$ cat config.mk
export PLATFORM = sky130hd
export DESIGN_NAME = lsq_decouple
export DESIGN_NICKNAME = d
export VERILOG_FILES = /design/src/rtl/lsq_decouple.sv
export SDC_FILE = /design/constraint.sdc
export NUM_CORES = 1
export LEC_CHECK = 0
export BUFFER_PORTS_ARGS = -buffer_cell sky130_fd_sc_hd__buf_4
export CORE_AREA = 4 4 236 238
export DETAILED_ROUTE_END_ITERATION = 8
export DIE_AREA = 0 0 240 242
export GPL_TIMING_DRIVEN = 0
export PLACE_DENSITY = 0.75
export SYNTH_ARGS = -nofsm -noshare
export SYNTH_HDL_FRONTEND = slang
export SYNTH_SLANG_ARGS = --single-unit
$ cat constraint.sdc
create_clock -name clk -period 7.3 [get_ports clk]
set_clock_uncertainty 0.05 [all_clocks]
set_input_delay 1.46 -clock clk [delete_from_list [all_inputs] [get_ports clk]]
set_output_delay 1.46 -clock clk [all_outputs]
set_load 0.05 [all_outputs]
$ cat src/rtl/lsq_decouple.sv
module lsq_decouple #(
  parameter int AW    = 16,
  parameter int DW    = 32,
  parameter int TW    = 5,
  parameter int DEPTH = 8
) (
  input  logic          clk,
  input  logic          rst_n,
  input  logic          sa_valid,
  output logic          sa_ready,
  input  logic [AW-1:0] sa_addr,
  input  logic          sd_valid,
  output logic          sd_ready,
  input  logic [DW-1:0] sd_data,
  input  logic          ld_valid,
  output logic          ld_ready,
  input  logic [AW-1:0] ld_addr,
  input  logic [TW-1:0] ld_tag,
  output logic          lw_valid,
  input  logic          lw_ready,
  output logic [DW-1:0] lw_data,
  output logic [TW-1:0] lw_tag,
  output logic          mem_req_valid,
  input  logic          mem_req_ready,
  output logic          mem_req_we,
  output logic [AW-1:0] mem_req_addr,
  output logic [DW-1:0] mem_req_wdata,
  input  logic          mem_rsp_valid,
  input  logic [DW-1:0] mem_rsp_data
);
  localparam int PW = $clog2(DEPTH);
  localparam logic [PW:0] FULL = (PW+1)'(DEPTH);
  localparam logic [PW:0] ONE  = (PW+1)'(1);

  logic [AW-1:0] sa_mem [DEPTH];
  logic [DW-1:0] sd_mem [DEPTH];
  logic [DW-1:0] lq_data [DEPTH];
  logic [TW-1:0] lq_tag [DEPTH];

  logic [PW:0] sa_wp, sa_rp, sd_wp, sd_rp, lq_wp, lq_fp, lq_rp;
  logic [PW:0] sa_cnt, sd_cnt, lq_cnt;
  logic [DEPTH-1:0] hit_vec;
  logic hit, st_go, ld_fire, st_fire, sa_fire, sd_fire, lw_fire;

  assign sa_cnt = sa_wp - sa_rp;
  assign sd_cnt = sd_wp - sd_rp;
  assign lq_cnt = lq_wp - lq_rp;

  for (genvar i = 0; i < DEPTH; i++) begin : g_cmp
    logic [PW-1:0] off;
    assign off        = PW'(i) - sa_rp[PW-1:0];
    assign hit_vec[i] = ({1'b0, off} < sa_cnt) && (sa_mem[i] == ld_addr);
  end
  assign hit = |hit_vec;

  assign st_go    = (sa_cnt != '0) && (sd_cnt != '0);
  assign sa_ready = sa_cnt != FULL;
  assign sd_ready = sd_cnt != FULL;
  assign ld_ready = !hit && (lq_cnt != FULL) && !st_go && mem_req_ready;

  assign sa_fire = sa_valid && sa_ready;
  assign sd_fire = sd_valid && sd_ready;
  assign ld_fire = ld_valid && ld_ready;
  assign st_fire = st_go && mem_req_ready;
  assign lw_fire = lw_valid && lw_ready;

  assign mem_req_valid = st_go || (ld_valid && !hit && (lq_cnt != FULL));
  assign mem_req_we    = st_go;
  assign mem_req_addr  = st_go ? sa_mem[sa_rp[PW-1:0]] : ld_addr;
  assign mem_req_wdata = sd_mem[sd_rp[PW-1:0]];

  assign lw_valid = lq_fp != lq_rp;
  assign lw_data  = lq_data[lq_rp[PW-1:0]];
  assign lw_tag   = lq_tag[lq_rp[PW-1:0]];

  always_ff @(posedge clk or negedge rst_n) begin
    if (!rst_n) begin
      sa_wp <= '0; sa_rp <= '0;
      sd_wp <= '0; sd_rp <= '0;
      lq_wp <= '0; lq_fp <= '0; lq_rp <= '0;
    end else begin
      if (sa_fire) sa_wp <= sa_wp + ONE;
      if (sd_fire) sd_wp <= sd_wp + ONE;
      if (st_fire) begin
        sa_rp <= sa_rp + ONE;
        sd_rp <= sd_rp + ONE;
      end
      if (ld_fire)       lq_wp <= lq_wp + ONE;
      if (mem_rsp_valid) lq_fp <= lq_fp + ONE;
      if (lw_fire)       lq_rp <= lq_rp + ONE;
    end
  end

  always_ff @(posedge clk) begin
    if (sa_fire)       sa_mem[sa_wp[PW-1:0]]  <= sa_addr;
    if (sd_fire)       sd_mem[sd_wp[PW-1:0]]  <= sd_data;
    if (ld_fire)       lq_tag[lq_wp[PW-1:0]]  <= ld_tag;
    if (mem_rsp_valid) lq_data[lq_fp[PW-1:0]] <= mem_rsp_data;
  end
endmodule


==> results.txt, run 1 <==
For this run, asynchronously set or reset flops after synthesis account for 0.03955. The worst setup path is captured at a primary output. In this run the power density over the cells is approximately 470 nW/um2. The starting utilization of the core area came out at 0.5447. The all-layer global routing usage came out at 0.2386. The maximum fanout encountered on the critical timing path came out at 10. STA classifies the critical path startpoint as a flop. Buffers inserted to repair hold after CTS numbered 0. Port buffering added about 180 buffers. The number of maximum-capacitance violations came out at 0. The fraction of synthesized cell area taken by the top area cell type came out at 0.6993. The wire length of the first global-routing pass came out at 103.4 mm. The classification of the worst-slack hold path is flop to flop. The die height came out at 242 um. The row count is 85. The count of vias placed by the detailed router is around 16,000. The filler cells instantiated in the layout total 3,616.

The count of nets left with antenna violations after detail routing came out at 0. The worst endpoint required time came out at slightly below 6000 ps. The register clock-pin slew on the reported worst setup and hold paths came out at ~60 ps.

CTS saw ~700 sinks. The max-slew violation total from the final report came out at 0. Setup violations remaining at the end of the flow were counted as 0. The clock latency on the worst-skew pair came out at around 610 ps. The actual slew at the worst max-slew pin came out at between 1000 and 1500 ps. The width of the chip came out at between 200 and 250 um. The count of buffering cells on the critical path with inverters included is 6.

The post-synthesis instance area is 29,200 um2. Setup repair after global routing left no endpoint under its margin. The total of flip-flops plus latches after synthesis is 708. The most used flip-flop cell after synthesis is sky130_fd_sc_hd__edfxtp_1.

The flow ran to the end, and the final reports show no timing, DRC or antenna violations. TritonCTS created 73 clock buffers. The final setup slack of the worst path is 274.0 ps.

The gate count after technology mapping came out at 1,607. The number of enable-type register cells in the synthesized netlist is 680. In this run the post-CTS setup repair buffer count came out at 0. The critical path is of the flop to primary output type. The number of different library cells used by synthesis comes to 46. The detail-routed net length per standard cell came out at 25.99 um. The area growth from synthesis to final layout is 18.07%. Summing all multi-input logic gate instances after layout gives 7831 um2. The synthesized area per cell is 18.17 um2. For this block, the routed nets add up to between 60 and 70 mm of wire. The global placement routability congestion came out at between 0.9 and 1. The count of cells resized by post-cts repair is 3. The count of synthesis-stage warnings from yosys came out at 0. The pin count of the biggest net entering global routing came out at 29.

The portion of the post-synthesis area used by sequential elements came out at 0.7233. The number of nets handed over by synthesis was around 1,700. The sum of internal, switching and leakage power came out at ~16 mW. Detailed placement ended at an HPWL of about 46 mm. Of the cells placed in the final design, the portion with a size suffix greater than 1 is 0.2855.

The clock tree root buffer cell is sky130_fd_sc_hd__clkbuf_16. The total overflow left after global routing is 0. The biggest cell delay along the critical path came out at ~680 ps.

TritonCTS built the clock tree. The violation count after the first detailed-route iteration is about 1,500. Across the VDD grid, the largest voltage drop is approximately 0.00052 V. The relative slew slack came out at 0.1369. Walking the worst path, the cells encountered are clkbuf_1 -> clkbuf_1 -> inv_1 -> ha_1 -> and3b_1 -> o21ai_0 -> nand2_2 -> a32oi_1 -> buf_2 -> buf_2 -> nor2_1 -> a31oi_1 -> buf_4. In the finished design, the share of the clock period the worst path needs comes to 0.9625. The die covers around 58,000 um2. The placeable core area is between 50,000 and 60,000 um2. The number of detailed-routing iterations run before antenna repair came out at 5.

The worst-path cell with the longest stage delay is sky130_fd_sc_hd__clkbuf_1. The maximum frequency from static timing analysis is about 0.14 GHz. The H-tree was split into 3 levels. The minimum period implied by the final worst setup slack came out at 7026 ps. The number of buffers on the longest clock path came out at 3.

The number of global-route vias before repair came out at about 16,000. After detailed routing, the number of vias per cell comes to roughly 6.0. Summed over all cells, the static leakage comes to roughly 12 nW. After synthesis, the cell types taking the most area are sky130_fd_sc_hd__edfxtp_1 70%, sky130_fd_sc_hd__mux4_2 13%, sky130_fd_sc_hd__xor2_1 4.2%. The I/O pin total came out at 200. The post-placement setup slack is between 300 and 400 ps.

The DRC violation count after routing is 0. Broken down by cell family, the worst path's largest delay share belongs to buffers and inverters. Of all cell types, the one taking the most synthesized area is sky130_fd_sc_hd__edfxtp_1. The net count of the finished layout is between 2,000 and 2,500. The initial antenna violation count came out at 4. The sequential cells in the finished layout cover a total of between 20,000 and 25,000 um2.

The hold violation total from the final report came out at 0. The critical path data arrival time is approximately 5500 ps.
[logic make-up (layout without fill, tap and decap cells)]
| kind of cell | count (synthesis) | count (layout) | share of synthesized area |
|---|---|---|---|
| buffers and inverters | 100 | 451 | 0.01388 |
| DFF | 708 | 708 | 0.7233 |
| other | 0 | 1 | 0 |
| muxes | 175 | 175 | 0.1331 |
| and+or+nand+nor | 386 | 386 | 0.05841 |
| AOI/OAI and AO/OA | 50 | 50 | 0.01136 |
| xor gates and xnor gates | 162 | 162 | 0.04859 |
| adders and majority gates | 26 | 26 | 0.01140 |
[layer usage]
layer / up-vias / share of wire / GRT usage
li1: 6850 / - / -
met1: 8143 / 0.39 / 0.3375
met2: 755 / 0.49 / 0.3822
met3: 132 / 0.086 / 0.04747
met4: 6 / 0.026 / 0.07265
met5: - / 0.00051 / 0
[cells in the final DEF, fill, tap and decap left out, types with 3 or more instances in the layout]
cell type / n
sky130_fd_sc_hd__nand2b_1: 7
sky130_fd_sc_hd__nand4_1: 11
sky130_fd_sc_hd__buf_1: 21
sky130_fd_sc_hd__bufinv_16: 6
sky130_fd_sc_hd__xor2_1: 139
sky130_fd_sc_hd__mux4_2: 170
sky130_fd_sc_hd__a21oi_1: 7
sky130_fd_sc_hd__inv_1: 17
sky130_fd_sc_hd__clkinv_8: 4
sky130_fd_sc_hd__buf_4: 185
sky130_fd_sc_hd__o21ai_0: 12
sky130_fd_sc_hd__nor2_1: 20
sky130_fd_sc_hd__buf_12: 9
sky130_fd_sc_hd__dfrtp_1: 28
sky130_fd_sc_hd__edfxtp_1: 680
sky130_fd_sc_hd__buf_16: 4
sky130_fd_sc_hd__buf_6: 18
sky130_fd_sc_hd__xnor2_1: 23
sky130_fd_sc_hd__clkinv_2: 12
sky130_fd_sc_hd__nand2_1: 259
sky130_fd_sc_hd__nor2_4: 12
sky130_fd_sc_hd__buf_8: 3
sky130_fd_sc_hd__clkbuf_16: 73
sky130_fd_sc_hd__nor3_2: 6
sky130_fd_sc_hd__nor3_1: 4
sky130_fd_sc_hd__mux2_2: 5
sky130_fd_sc_hd__clkinvlp_4: 5
sky130_fd_sc_hd__clkinv_1: 17
sky130_fd_sc_hd__and3_1: 3
sky130_fd_sc_hd__ha_1: 25
sky130_fd_sc_hd__o31ai_1: 3
sky130_fd_sc_hd__nor3b_2: 4
sky130_fd_sc_hd__nor2b_1: 4
sky130_fd_sc_hd__clkbuf_1: 46
sky130_fd_sc_hd__nand3_1: 7
sky130_fd_sc_hd__nor4_1: 36
sky130_fd_sc_hd__a31oi_1: 16
sky130_fd_sc_hd__buf_2: 26
[flip-flops by register name, indices dropped and copies added (netlist names)]
register  count
lq_data     256
lq_fp         4
lq_rp         4
lq_tag       40
lq_wp         4
sa_mem      128
sa_rp         4
sa_wp         4
sd_mem      256
sd_rp         4
sd_wp         4
[final timing paths]
check / from / to / slack (ps) / cells past startpoint
worst max-delay path: sa_rp[1] / mem_req_addr[14] / 270 / 13
worst min-delay path: lq_fp[3] / lq_fp[3] / 430 / 1
worst max register to register: sa_rp[1] / lq_tag[3][3] / 1540 / 13
worst min register to register: lq_fp[3] / lq_fp[3] / 430 / 1
max in group asynchronous: rst_n / lq_fp[2] / 6150 / 1
min in group asynchronous: rst_n / sd_wp[1] / 740 / 1
[synth_stat cells (10+ instances only)]
master / number
sky130_fd_sc_hd__buf_2: 24
sky130_fd_sc_hd__inv_1: 17
sky130_fd_sc_hd__o21ai_0: 12
sky130_fd_sc_hd__buf_1: 23
sky130_fd_sc_hd__nor2_1: 34
sky130_fd_sc_hd__a31oi_1: 16
sky130_fd_sc_hd__nand4_1: 11
sky130_fd_sc_hd__nor4_1: 36
sky130_fd_sc_hd__edfxtp_1: 680
sky130_fd_sc_hd__nand2_1: 259
sky130_fd_sc_hd__xor2_1: 139
sky130_fd_sc_hd__xnor2_1: 23
sky130_fd_sc_hd__dfrtp_1: 28
sky130_fd_sc_hd__clkbuf_1: 35
sky130_fd_sc_hd__nor3_1: 10
sky130_fd_sc_hd__ha_1: 25
sky130_fd_sc_hd__mux4_2: 170
[where the power goes]
group / leakage (nW) / internal [mW] / switching (mW) / total (mW)
Combinational: 4.38 / 2.48 / 4.80 / 7.28
Clock: 1.12 / 2.07 / 1.54 / 3.61
Sequential: 6.51 / 5.15 / 0.265 / 5.41
Total: 12.0 / 9.70 / 6.60 / 16.3
[layout make-up]
type                       count  area share
timing repair buffer         219     0.05589
sequential                   708      0.6126
clock inverter                46     0.01241
inverter                      18    0.001996
buffer                        82    0.009908
multi-input combinational    799      0.2272
clock buffer                  86     0.05469
tap                          696     0.02526
antenna                        1  0.00007258
[per-stage QoR]
| stage | instances | cell area [um2] | hold WS [ps] | TNS (ps) | utilization |
|---|---|---|---|---|---|
| after floorplan | 1607 | 29200 | 410.4 | 0 | - |
| after global placement | 2486 | 31440 | 424.3 | -27470 | 0.5866 |
| after detailed placement | 2522 | 32150 | 427.1 | 0 | 0.5999 |
| after CTS | 2654 | 34470 | 439.0 | 0 | 0.6431 |
| after global routing | 2655 | 34480 | 447.7 | 0 | 0.6432 |
| final | 2655 | 34480 | 432.4 | 0 | 0.6432 |
(Power assumes the default switching activity.)
==> inputs of run 2 (changes only) <==
GPL_TIMING_DRIVEN = unset   (was 0)
MAX_ROUTING_LAYER = met4   (was unset)
==> run 2 against run 1 <==
Against the previous run:
- first-iteration DRC count is 20% lower
- via count down 4.5%
- sequential share of layout area is 1.2 points higher
- critical path type unchanged
- critical endpoint is now ld_ready
==> results.txt, run 2 (synthesis results as in run 1) <==
In this run, CTS created clock tree buffers numbering slightly above 70. The max-slew violation total from the final report is 0. The internal power of the cells is approximately 9.5 mW. The minimum period implied by the final worst setup slack is 6326 ps. The register clock-pin slew on the reported worst setup and hold paths came out at around 60 ps. In this run the worst hold path is classified as flop to flop. The detail-routed net length per standard cell came out at around 25 um. The I/O pin total is 200. The count of nets left with antenna violations after detail routing came out at 0.

The clock network fraction of total power is 0.218. The period utilization came out at 0.8666. Detailed placement finished with a half-perimeter wire length of between 30 and 40 mm. For this configuration, the core starts out at a cell density of 0.5447.

The maximum vdd drop is approximately 0.00053 V. The number of antenna diodes in the final layout is 0. The tool flagged a number of max-cap violations equal to 0. The aggregate negative setup slack is 0 ps.

The sequential cells in the finished layout cover a total of 21,130 um2. Leaving out fill and tap cells, the most frequent cells in the layout are 680 x sky130_fd_sc_hd__edfxtp_1, 259 x sky130_fd_sc_hd__nand2_1, 235 x sky130_fd_sc_hd__buf_4. Walking the worst path, the cells encountered are buf_4 -> clkinv_1 -> ha_1 -> xnor2_1 -> o21ai_0 -> a22oi_1 -> o22ai_1 -> a2111oi_4 -> and4b_1 -> buf_4. The worst-path cell with the longest stage delay is sky130_fd_sc_hd__xnor2_1. The number of buffers on the longest clock path came out at 3. The relative slew slack came out at 0.1274.

The number of buffers inserted by port buffering came out at between 150 and 200. Gates resized during post-CTS repair numbered 0. Summed over all nets, the switching power comes to a little over 6 mW. The total global routing overflow is 0. For this run, the share of the core covered by cells in the final layout is 0.6313. The die height came out at approximately 240 um. The width of the chip came out at approximately 240 um. The row count is 85. The maximum frequency from static timing analysis is between 0.15 and 0.2 GHz.

The proportion of total power due to net switching came out at 0.3962. The sequential share of power came out at 0.353. The initial antenna violation count is 0. The number of H-tree branching levels is 3.

The total die area came out at between 50,000 and 60,000 um2. The final wirelength is roughly 63 mm. STA puts the critical path data required time at 5790 ps. The leakage power summed over all cells came out at ~12 nW.

The share of total power dissipated in combinational logic is 0.429. Dividing the detail-routed via count by the number of cells gives 5.877. Entering global routing, the biggest net connects a little under 70 pins. The all-layer global routing usage came out at 0.2260.

The biggest cell delay along the critical path is between 700 and 800 ps. Leaving out fill and tap cells, the most frequent cell in the layout is sky130_fd_sc_hd__edfxtp_1. The run finished with clean final reports.

The final number of setup-violating endpoints is 0. The wire length of the first global-routing pass came out at approximately 97 mm. Setup repair after global routing left no endpoint under its margin. The critical path data arrival time is 4820 ps. Clock tree synthesis found a total of a little over 700 sinks. The share of post-route cells with drive strength above 1 is 0.2858. For this run, the detailed router's first-pass iteration total came to 5. The number of global-route vias before repair is approximately 16,000. The area used by multi-input combinational logic is 7828 um2. The area growth from synthesis to final layout came out at 15.88%.

The violation count after the first detailed-route iteration came out at between 1,000 and 1,500. Counting stages on the worst path, the most repeated cell is sky130_fd_sc_hd__buf_4. The hold violation total from the final report is 0. The final layout contains 1,968 nets.

The nature of the critical path startpoint is a flop. After clock tree synthesis, the flow added hold-fix buffers numbering 0. The actual slew at the worst max-slew pin came out at roughly 1300 ps.

The areal power density over the cells came out at 462.7 nW/um2. STA classifies the critical path endpoint as a primary output. The count of buffering cells on the critical path with inverters included is 3. The count of vias placed by the detailed router came out at between 15,000 and 20,000. The core region is 53,600 um2. The clock tree from TritonCTS is yes.

At the later pin of the worst-skew pair, clock insertion delay measures around 600 ps. The maximum fanout encountered on the critical timing path is 23. In the routed design, unresolved DRC markers number 0.

The number of setup buffers added after CTS is 0. At the end of routability-driven placement, the weighted congestion stood at around 0.9. CTS placed an instance of sky130_fd_sc_hd__clkbuf_16 at the clock tree root. The type of the worst setup path is flop to primary output. The gate family responsible for the most delay along the worst path is buffers and inverters. The layout has roughly 3,700 filler cells. Across all hold checks on the routed design, the worst slack comes to between 400 and 500 ps.
[run 2: path summary, 6_finish.rpt]
kind / slack, ps / cells past startpoint / from / end
setup / recovery: 970 / 10 / sa_rp[2] / ld_ready
hold reg to reg: 440 / 1 / sd_rp[3] / sd_rp[3]
setup reg to reg: 1800 / 10 / sa_rp[2] / lq_tag[4][4]
min in group asynchronous: 740 / 1 / rst_n / sa_rp[2]
max in group asynchronous: 6110 / 1 / rst_n / sd_rp[0]
hold / removal: 440 / 1 / sd_rp[3] / sd_rp[3]
[run 2: area by class of cell]
type / count / area share
tap: 696 / 0.02574
inverter: 18 / 0.001997
multi-input combinational: 799 / 0.2313
timing repair buffer: 235 / 0.05214
sequential: 708 / 0.6246
clock buffer: 94 / 0.05569
clock inverter: 32 / 0.008542
[run 2: metrics by stage]
| step | instance area [um2] | power [mW] | cells | setup WS (ps) |
|---|---|---|---|---|
| floorplan | 29200 | 10.36 | 1607 | 1907 |
| global placement | 31660 | 12.28 | 2456 | 1777 |
| detailed placement | 31660 | 12.39 | 2456 | 1603 |
| CTS | 33830 | 15.84 | 2582 | 956.4 |
| global route | 33840 | 16.45 | 2582 | 577.1 |
| finish | 33840 | 15.66 | 2582 | 973.8 |
[run 2: power by group through the flow]
| stage | Sequential (mW) | Combinational (mW) | Clock, mW |
|---|---|---|---|
| after floorplan | 5.42 | 4.94 | 0 |
| after global placement | 5.56 | 6.71 | 0 |
| after detailed placement | 5.61 | 6.78 | 0 |
| after CTS | 5.53 | 6.81 | 3.50 |
| after global routing | 5.59 | 7.18 | 3.68 |
| final | 5.52 | 6.72 | 3.42 |
[run 2: layer usage]
metal  GRT usage  share of wire
met2      0.3523           0.50
met3     0.04167          0.074
met1      0.3125           0.40
met4     0.06332          0.022
met5           -              0
==> inputs of run 3 (changes only) <==
==> constraint.sdc (replaced) <==
create_clock -name clk -period 7.3 [get_ports clk]
set_clock_uncertainty 0.05 [all_clocks]
set_input_delay 1.095 -clock clk [delete_from_list [all_inputs] [get_ports clk]]
set_output_delay 1.095 -clock clk [all_outputs]
set_load 0.05 [all_outputs]
==> run 3 against run 2 <==
Against the previous run:
- fmax increased by 4.5%
- critical endpoint unchanged
- combinational power about the same
- critical path type unchanged
- die area is the same
- core utilization is 0.38 points higher
- wire length rose by 0.68%
- worst hold slack got worse by 76 ps
- critical path depth unchanged
==> results.txt, run 3 (synthesis results as in run 1) <==
The register clock-pin slew on the reported worst setup and hold paths came out at roughly 60 ps. For this block, the initial DRC count from the detailed router was 1,413. The sum of internal, switching and leakage power came out at roughly 16 mW. The H-tree was split into 3 levels. The leakage power summed over all cells is ~12 nW.

The library cell used most frequently in the layout, excluding fill and tap cells, is sky130_fd_sc_hd__edfxtp_1. Broken down by cell family, the worst path's largest delay share belongs to compound AO/OA/AOI/OAI gates. Traced cell by cell, the critical path runs through buf_4 -> clkinv_1 -> ha_1 -> xnor2_1 -> o21ai_0 -> a22oi_1 -> o22ai_1 -> a2111oi_4 -> and4b_1 -> buf_4.

The clock passes through at most 3 buffers. After detailed routing, the number of remaining DRC violations is 0. The top cell types in the final layout, fill and taps aside, are 680 x sky130_fd_sc_hd__edfxtp_1, 259 x sky130_fd_sc_hd__nand2_1, 235 x sky130_fd_sc_hd__buf_4. The number of global-route vias before repair was 15,790. On the worst path, the slowest cell contributes a delay of roughly 700 ps.

The worst setup path is launched from a flop. The maximum frequency from static timing analysis is 0.1652 GHz. The worst setup path is of the flop to primary output kind. The critical path capture point type is a primary output. The maximum fanout encountered on the critical timing path is 23.

The CTS sink count came out at 708. The number of buffers and inverters on the critical path is 3. The routed length on met2 is approximately 32 mm. The total global routing overflow is 0.

The net count of the finished layout came out at roughly 2,000. The clock tree from TritonCTS is yes. The share of the core filled with cells is 0.6351. The detailed router put a total of ~26 mm of wire on met1. Post-CTS repair changed the size of 0 cells. Wire segments on met3 add up to between 4 and 5 mm in the final route. In this run the worst setup path begins at sa_rp[2]. The detail-routed net length per standard cell is about 25 um. The cell repeated most along the worst path is sky130_fd_sc_hd__buf_4.

The final HPWL from detailed placement is between 30 and 40 mm. The minimum period implied by the final worst setup slack came out at about 6100 ps. The number of maximum-capacitance violations is 0. The pin count of the biggest net entering global routing came out at slightly below 70.

The tightest min-delay check is of the input port to asynchronous set/reset pin type. The total die area is between 50,000 and 60,000 um2. The row count came out at 85.

The number of hold buffers added after CTS came out at 0. The all-layer global routing usage came out at 0.2277. The final wirelength came out at roughly 64 mm.

The clock latency on the worst-skew pair is 620 ps. The filler-free cell count of the finished design came out at ~2,600. The number of setup buffers added after CTS came out at 0. The tree is rooted in a sky130_fd_sc_hd__clkbuf_16. The die height is ~240 um.

The I/O pin total is 200. After detailed routing, the number of vias per cell comes to roughly 5.9. The number of buffers added by the clock tree synthesis step came out at 73. The width of the chip came out at roughly 240 um.

Adding up every negative setup slack in the final design gives 0 ps. Setup repair after global routing left no endpoint under its margin. The run finished with clean final reports. The actual slew at the worst max-slew pin is roughly 1000 ps. The final number of setup-violating endpoints came out at 0. For this configuration, the core starts out at a cell density of 0.5447. The worst endpoint required time came out at 6150 ps. The slowest stage of the critical path belongs to the cell sky130_fd_sc_hd__xnor2_1. Routed signal wires occupy layers up through met4.

Buffers placed on the I/O ports in this run total 199. The area growth from synthesis to final layout is 16.59%. The areal power density over the cells is roughly 470 nW/um2. The share of post-route cells with drive strength above 1 came out at 0.2918. The initial antenna violation count came out at 1. The number of detailed-routing iterations run before antenna repair came out at 5.

Across all layers, the routed design uses ~15,000 vias. Routability-driven placement finished with a final weighted congestion of ~0.9. The number of cells in the design after placement is ~2,500. The relative slew slack came out at 0.3119.

The worst flop-to-flop path startpoint is sa_rp[2]. The maximum vdd drop is approximately 0.00053 V. The region available for standard cell placement spans around 54,000 um2. The hold violation total from the final report is 0.

The period utilization came out at 0.8291. The count of nets left with antenna violations after detail routing is 0. The max-slew violation total from the final report is 0. For the worst setup path, the data arrival time is a little under 5000 ps. The wire length of the first global-routing pass came out at a little under 100 mm.
==> run 3: per-stage QoR <==
step	hold WS [ps]	worst slack, ps	area (um2)
floorplan	410.4	2021	29200
finish	363.2	1248	34040
global route	374.9	958.9	34040
detailed placement	427.1	1959	31660
CTS	342.9	1246	34040
global placement	425.7	2079	31660
==> run 3: worst paths after layout <==
kind	to	slack [ps]	depth (start not counted)
max in group asynchronous	sd_rp[0]	6500	1
min in group clk	sd_rp[3]	430	1
worst min register to register	sd_rp[3]	430	1
worst min-delay path	lq_wp[1]	360	1
worst max-delay path	ld_ready	1250	10
worst max register to register	lq_tag[5][2]	1930	10
==> run 3: final cells by class <==
class	instances	area, um2
clock inverters	48	529.3
well taps	696	870.8
repair buffers	235	1764
flip-flops and latches	708	21130
inverters	18	67.56
multi-input cells	799	7821
diodes	1	2.502
clock buffers	80	1853
fillers	3736	19560
==> run 3: power breakdown <==
| group | leakage (nW) | total (mW) | switching, mW | internal (mW) |
|---|---|---|---|---|
| combinational | 4.21 | 6.71 | 4.35 | 2.36 |
| clock | 1.15 | 3.70 | 1.53 | 2.17 |
| sequential | 6.50 | 5.53 | 0.374 | 5.15 |
==> run 3: per-layer routing <==
metal / vias to the layer above / global-route usage
li1: 6714 / -
met2: 596 / 0.3555
met4: 0 / 0.07062
met3: 93 / 0.04189
met5: - / -
met1: 7806 / 0.3109
